## config.mk

```make
export PLATFORM = sky130hd
export DESIGN_NAME = flash_cfg_loader
export DESIGN_NICKNAME = d
export VERILOG_FILES = /design/src/rtl/flash_cfg_pkg.sv /design/src/rtl/cfg_ld_ctrl.sv /design/src/rtl/cfg_addr_seq.sv /design/src/rtl/cfg_byte_fetch.sv /design/src/rtl/flash_cfg_loader.sv
export SDC_FILE = /design/constraint.sdc
export NUM_CORES = 1
export LEC_CHECK = 0
export ABC_AREA = 1
export BUFFER_PORTS_ARGS = -buffer_cell sky130_fd_sc_hd__buf_4
export CAP_MARGIN = 10
export CORE_MARGIN = 8
export CORE_UTILIZATION = 53
export DETAILED_ROUTE_END_ITERATION = 10
export GPL_TIMING_DRIVEN = 0
export HOLD_SLACK_MARGIN = 0.08
export MAX_ROUTING_LAYER = met4
export PLACE_DENSITY = 0.85
export SLEW_MARGIN = 20
export SYNTH_ARGS = -nofsm -noshare
export SYNTH_HDL_FRONTEND = slang
export SYNTH_SLANG_ARGS = --single-unit
```

## constraint.sdc

```tcl
create_clock -name clk_i -period 2.1 [get_ports clk_i]
set_clock_uncertainty 0.05 [all_clocks]
set_input_delay 0.105 -clock clk_i [delete_from_list [all_inputs] [get_ports clk_i]]
set_output_delay 0.105 -clock clk_i [all_outputs]
set_load 0.01 [all_outputs]
```

## src/rtl/flash_cfg_pkg.sv

```systemverilog
package flash_cfg_pkg;
  typedef enum logic [1:0] {
    ST_IDLE,
    ST_FETCH,
    ST_PRESENT,
    ST_DONE
  } ld_state_e;
endpackage

```

## src/rtl/cfg_ld_ctrl.sv

```systemverilog
module cfg_ld_ctrl
  import flash_cfg_pkg::*;
#(
  parameter int unsigned LOAD_LEN = 16
) (
  input  logic clk_i,
  input  logic rst_ni,
  input  logic init_i,
  input  logic mode_i,
  input  logic en_i,
  input  logic cap_i,
  input  logic hs_i,
  output logic start_o,
  output logic step_o,
  output logic dir_o,
  output logic fetch_o,
  output logic run_o,
  output logic busy_o,
  output logic done_o
);
  localparam int unsigned CNT_W = $clog2(LOAD_LEN + 1);

  ld_state_e        state_q;
  logic             init_q;
  logic             dir_q;
  logic [CNT_W-1:0] cnt_q;
  logic             rise;
  logic             last;

  assign rise    = init_i & ~init_q;
  assign last    = (cnt_q == CNT_W'(LOAD_LEN - 1));
  assign start_o = (state_q == ST_IDLE) && rise && en_i;
  assign busy_o  = (state_q == ST_FETCH) || (state_q == ST_PRESENT);
  assign run_o   = busy_o && en_i;
  assign fetch_o = (state_q == ST_FETCH) && en_i;
  assign step_o  = (state_q == ST_PRESENT) && en_i && hs_i && !last;
  assign dir_o   = dir_q;
  assign done_o  = (state_q == ST_DONE);

  always_ff @(posedge clk_i or negedge rst_ni) begin
    if (!rst_ni) begin
      state_q <= ST_IDLE;
      init_q  <= 1'b0;
      dir_q   <= 1'b0;
      cnt_q   <= '0;
    end else begin
      init_q <= init_i;
      unique case (state_q)
        ST_IDLE: begin
          if (start_o) begin
            dir_q   <= mode_i;
            cnt_q   <= '0;
            state_q <= ST_FETCH;
          end
        end
        ST_FETCH: begin
          if (!en_i)      state_q <= ST_IDLE;
          else if (cap_i) state_q <= ST_PRESENT;
        end
        ST_PRESENT: begin
          if (!en_i) state_q <= ST_IDLE;
          else if (hs_i) begin
            if (last) state_q <= ST_DONE;
            else begin
              cnt_q   <= cnt_q + 1'b1;
              state_q <= ST_FETCH;
            end
          end
        end
        default: state_q <= ST_DONE;
      endcase
    end
  end
endmodule

```

## src/rtl/cfg_addr_seq.sv

```systemverilog
module cfg_addr_seq #(
  parameter int unsigned ADDR_W = 24
) (
  input  logic              clk_i,
  input  logic              rst_ni,
  input  logic              load_i,
  input  logic              load_dir_i,
  input  logic              step_i,
  input  logic              dir_i,
  output logic [ADDR_W-1:0] addr_o
);
  logic [ADDR_W-1:0] addr_q;

  always_ff @(posedge clk_i or negedge rst_ni) begin
    if (!rst_ni)     addr_q <= '0;
    else if (load_i) addr_q <= load_dir_i ? '1 : '0;
    else if (step_i) addr_q <= dir_i ? addr_q - 1'b1 : addr_q + 1'b1;
  end

  assign addr_o = addr_q;
endmodule

```

## src/rtl/cfg_byte_fetch.sv

```systemverilog
module cfg_byte_fetch #(
  parameter int unsigned DATA_W  = 8,
  parameter int unsigned ACC_LAT = 3
) (
  input  logic              clk_i,
  input  logic              rst_ni,
  input  logic              fetch_i,
  input  logic              run_i,
  input  logic              ready_i,
  input  logic [DATA_W-1:0] data_i,
  output logic              cap_o,
  output logic              hs_o,
  output logic [DATA_W-1:0] byte_o,
  output logic              valid_o
);
  localparam int unsigned LAT_W = $clog2(ACC_LAT + 1);

  logic [LAT_W-1:0]  lat_q;
  logic [DATA_W-1:0] byte_q;
  logic              valid_q;

  // access timer restarts whenever the fetch phase is left
  assign cap_o = fetch_i && (lat_q == LAT_W'(ACC_LAT - 1));
  assign hs_o  = valid_q && ready_i;

  always_ff @(posedge clk_i or negedge rst_ni) begin
    if (!rst_ni) begin
      lat_q   <= '0;
      byte_q  <= '0;
      valid_q <= 1'b0;
    end else begin
      lat_q <= fetch_i ? lat_q + 1'b1 : '0;
      if (cap_o) byte_q <= data_i;
      if (!run_i)     valid_q <= 1'b0;
      else if (cap_o) valid_q <= 1'b1;
      else if (hs_o)  valid_q <= 1'b0;
    end
  end

  assign byte_o  = byte_q;
  assign valid_o = valid_q;
endmodule

```

## src/rtl/flash_cfg_loader.sv

```systemverilog
module flash_cfg_loader #(
  parameter int unsigned ADDR_W   = 24,
  parameter int unsigned DATA_W   = 8,
  parameter int unsigned LOAD_LEN = 16,
  parameter int unsigned ACC_LAT  = 3
) (
  input  logic              clk_i,
  input  logic              rst_ni,
  input  logic              init_i,
  input  logic              mode_i,
  input  logic              cs_ni,
  input  logic              wr_ni,
  input  logic [DATA_W-1:0] flash_data_i,
  output logic [ADDR_W-1:0] flash_addr_o,
  output logic              flash_ce_no,
  output logic              flash_oe_no,
  output logic              flash_we_no,
  output logic              flash_byte_no,
  output logic              addr_drive_o,
  output logic              ctrl_drive_o,
  output logic [DATA_W-1:0] byte_o,
  output logic              byte_valid_o,
  input  logic              byte_ready_i,
  output logic              done_o
);
  logic              en;
  logic              start, step, dir_q, fetch, run, busy, cap, hs;
  logic [ADDR_W-1:0] addr;

  assign en = ~cs_ni & ~wr_ni;

  cfg_ld_ctrl #(.LOAD_LEN(LOAD_LEN)) i_ctrl (
    .clk_i   (clk_i),
    .rst_ni  (rst_ni),
    .init_i  (init_i),
    .mode_i  (mode_i),
    .en_i    (en),
    .cap_i   (cap),
    .hs_i    (hs),
    .start_o (start),
    .step_o  (step),
    .dir_o   (dir_q),
    .fetch_o (fetch),
    .run_o   (run),
    .busy_o  (busy),
    .done_o  (done_o)
  );

  cfg_addr_seq #(.ADDR_W(ADDR_W)) i_addr (
    .clk_i      (clk_i),
    .rst_ni     (rst_ni),
    .load_i     (start),
    .load_dir_i (mode_i),
    .step_i     (step),
    .dir_i      (dir_q),
    .addr_o     (addr)
  );

  cfg_byte_fetch #(.DATA_W(DATA_W), .ACC_LAT(ACC_LAT)) i_fetch (
    .clk_i   (clk_i),
    .rst_ni  (rst_ni),
    .fetch_i (fetch),
    .run_i   (run),
    .ready_i (byte_ready_i),
    .data_i  (flash_data_i),
    .cap_o   (cap),
    .hs_o    (hs),
    .byte_o  (byte_o),
    .valid_o (byte_valid_o)
  );

  // released pins read back as inactive
  assign flash_addr_o  = busy ? addr : '0;
  assign flash_ce_no   = ~busy;
  assign flash_oe_no   = ~busy;
  assign flash_we_no   = 1'b1;
  assign flash_byte_no = ~busy;
  assign addr_drive_o  = busy;
  assign ctrl_drive_o  = busy;
endmodule

```

==> flow_summary.json <==
{
  "worstPathRequired_ns": 2.31,
  "ys_seq_area_share_pct": 28.9,
  "num_vias": 4350,
  "startpoint_type": "flip-flop",
  "grt_usage_pct": 23.2,
  "row_count": 31,
  "synth_area_sq_mm": 0.00380,
  "synth_top_flop_cell": "dfrtp_1",
  "period_share_pct": 108,
  "cts_buffers": 5,
  "avgSynthCellArea_sq_um": 6.36,
  "area_delta_synth_final_pct": 43.5,
  "ys_seq_elements": 44,
  "die_y_microns": 101,
  "vias_per_cell": 5.56,
  "fin_nets": 727,
  "drt_pass1_iterations": 8,
  "synth_edf_count": 0,
  "synth_top_area_share_pct": 28.9,
  "violations": "setup timing",
  "place_congestion": 0.963,
  "drc": 0,
  "wl_per_cell_microns": 16.7,
  "io_buffers": 53,
  "finalCriticalPeriod_ns": 2.26,
  "holdCritPathClass": "primary input to flip-flop",
  "grt_pass1_wl_mm": 18.5,
  "setup_tns_ns": -0.496,
  "antenna_found_initial": 0,
  "ant_nets": 0,
  "diodes": 0,
  "synth_area_leaders": "dfrtp_1, nand2_1, inv_1",
  "grt_max_degree": 45,
  "synth_warnings": 0,
  "dp_hpwl_mm": 7.83,
  "cts-root-buf": "clkbuf_8",
  "max_freq_ghz": 0.442,
  "wl_mm": 13.1,
  "cp-end-kind": "flip-flop",
  "maxCapViolCount": 0,
  "grt_setup_unrepaired": "yes",
  "setup.worst_path.class": "flip-flop to flip-flop",
  "yosysMostFrequentCell": "nand2_1",
  "run_status": "finished, violations left",
  "syn_inst": 598,
  "drt_iter0_markers": 326,
  "relSlewSlack_pct": 55.0,
  "synth_commonest_cells": "nand2_1, inv_1, nor2_1",
  "drive_above_1_share_pct": 35.6,
  "core_sq_mm": 0.00710,
  "synthArstFlopShare_pct": 100,
  "setup_violations": 10,
  "cp_max_fo": 6,
  "worst_slack_ns": -0.164,
  "clk_pin_slew_ns": 0.11,
  "pin_count": 55,
  "seq_area_sq_mm": 0.00110,
  "cts_sinks": 44,
  "slew_viol_final": 0,
  "grt_overflow_total": 0,
  "whs_ns": 0.0830,
  "multiInputGateArea_sq_mm": 0.00293,
  "first_global_vias": 4075,
  "cts_tree": "built",
  "dieWidth_microns": 101,
  "yosys.area.top_type": "dfrtp_1",
  "initial_core_util_pct": 53.6,
  "htreeDepth": 2,
  "ys_types": 34,
  "fillCellCount": 494,
  "die-area_sq_mm": 0.0101,
  "ctsLongestPathBuffers": 2,
  "finalHoldViolations": 0,
  "clock_latency_ns": 0.33,
  "fin_util_pct": 76.9,
  "worst_pin_slew_ns": 0.676,
  "syn_nets": 643,
  "worstPathArrival_ns": 2.48
}
[state kept, by name, indices dropped and copies added (netlist names)]
| name | count |
|---|---|
| i_addr.addr_o | 24 |
| i_fetch.byte_o | 8 |
| i_ctrl.cnt_q | 5 |
| i_ctrl.state_q | 2 |
| i_fetch.lat_q | 2 |
| i_ctrl.dir_o | 1 |
| i_ctrl.init_q | 1 |
| i_fetch.valid_o | 1 |
[critical path: stages, from the launching register on]
cell and delay, ns:
dfrtp_4 0.57, clkbuf_16 0.20, ha_4 0.26, nand2_1 0.16, inv_1 0.08, nand2_1 0.07
nand2_1 0.05, a21oi_1 0.27, nand3_1 0.14, nand2_1 0.10, nand3_2 0.08, a21oi_2 0.17
[metrics by stage]
stage          instances  instance area, sq um  setup slack [ns]
2_1_floorplan        598                  3810            0.0859
3_3_place_gp         750                  4330            -0.322
3_5_place_dp         750                  4330            -0.396
4_1_cts              774                  4760           -0.0713
5_1_grt              782                  5460            -0.219
6_report             782                  5460            -0.164
[layout make-up]
cell class / instances / share of cell area, %
timing repair buffer: 78 / 12.4
sequential: 44 / 20.2
clock inverter: 3 / 0.848
buffer: 12 / 1.40
inverter: 115 / 7.90
multi-input combinational: 426 / 53.7
tap: 99 / 2.27
clock buffer: 5 / 1.26
[cells by family after synthesis]
family	share of synthesized area, %
xor+xnor	0.460
flops	28.9
mux	2.37
compound gates	8.68
other cells	0.0986
simple gates	36.1
buf+inv	13.3
fa+ha+maj	10.1
[final timing paths]
| kind | startpoint | end | slack [ns] | cells past startpoint |
|---|---|---|---|---|
| setup / recovery | i_ctrl.dir_o | i_addr.addr_o[21] | -0.16 | 11 |
| hold / removal | wr_ni | i_fetch.lat_q[1] | 0.08 | 4 |
| setup reg to reg | i_ctrl.dir_o | i_addr.addr_o[21] | -0.16 | 11 |
| hold reg to reg | i_fetch.lat_q[0] | i_fetch.lat_q[0] | 0.39 | 1 |
| max in group asynchronous | rst_ni | i_ctrl.dir_o | 1.27 | 2 |
| min in group asynchronous | rst_ni | i_addr.addr_o[12] | 0.26 | 2 |
[layer usage]
| layer | part of all wire [%] | up-vias | GRT usage, % |
|---|---|---|---|
| li1 | - | 2015 | - |
| met1 | 39 | 2066 | 26.4 |
| met2 | 51 | 199 | 41.1 |
| met3 | 5.7 | 70 | 3.66 |
| met4 | 3.9 | 0 | 6.63 |
| met5 | 0 | - | - |
[timing repair]
action	CTS	global route
pin swaps	2	49
hold endpoints to repair	55	0
endpoints found under the setup margin	44	46
setup buffers	4	6
gates resized for setup	25	157
gates cloned	0	2
hold buffers	13	0
[cell usage in the layout, fill, tap and decap left out, drive strengths merged]
| cell | instances |
|---|---|
| nand2 | 199 |
| inv | 116 |
| buf | 72 |
| nor2 | 56 |
| dfrtp | 44 |
| nand3 | 44 |
| a21oi | 43 |
| ha | 29 |
| dlygate4sd3 | 13 |
| clkbuf | 10 |
| or2 | 9 |
| mux2 | 8 |
| o21ai | 8 |
| nand3b | 7 |
| nand4 | 5 |
| nor3 | 5 |
| a22oi | 2 |
| o31ai | 2 |
| and2 | 1 |
| o22ai | 1 |
| xor2 | 1 |
| a31oi | 1 |
| xnor2 | 1 |
| o211ai | 1 |
| nor3b | 1 |
| fa | 1 |
| conb | 1 |
| clkinvlp | 1 |
| bufinv | 1 |
Power is not shown: default switching activity piles up to over one toggle a cycle in this logic, so the estimate is an artifact.
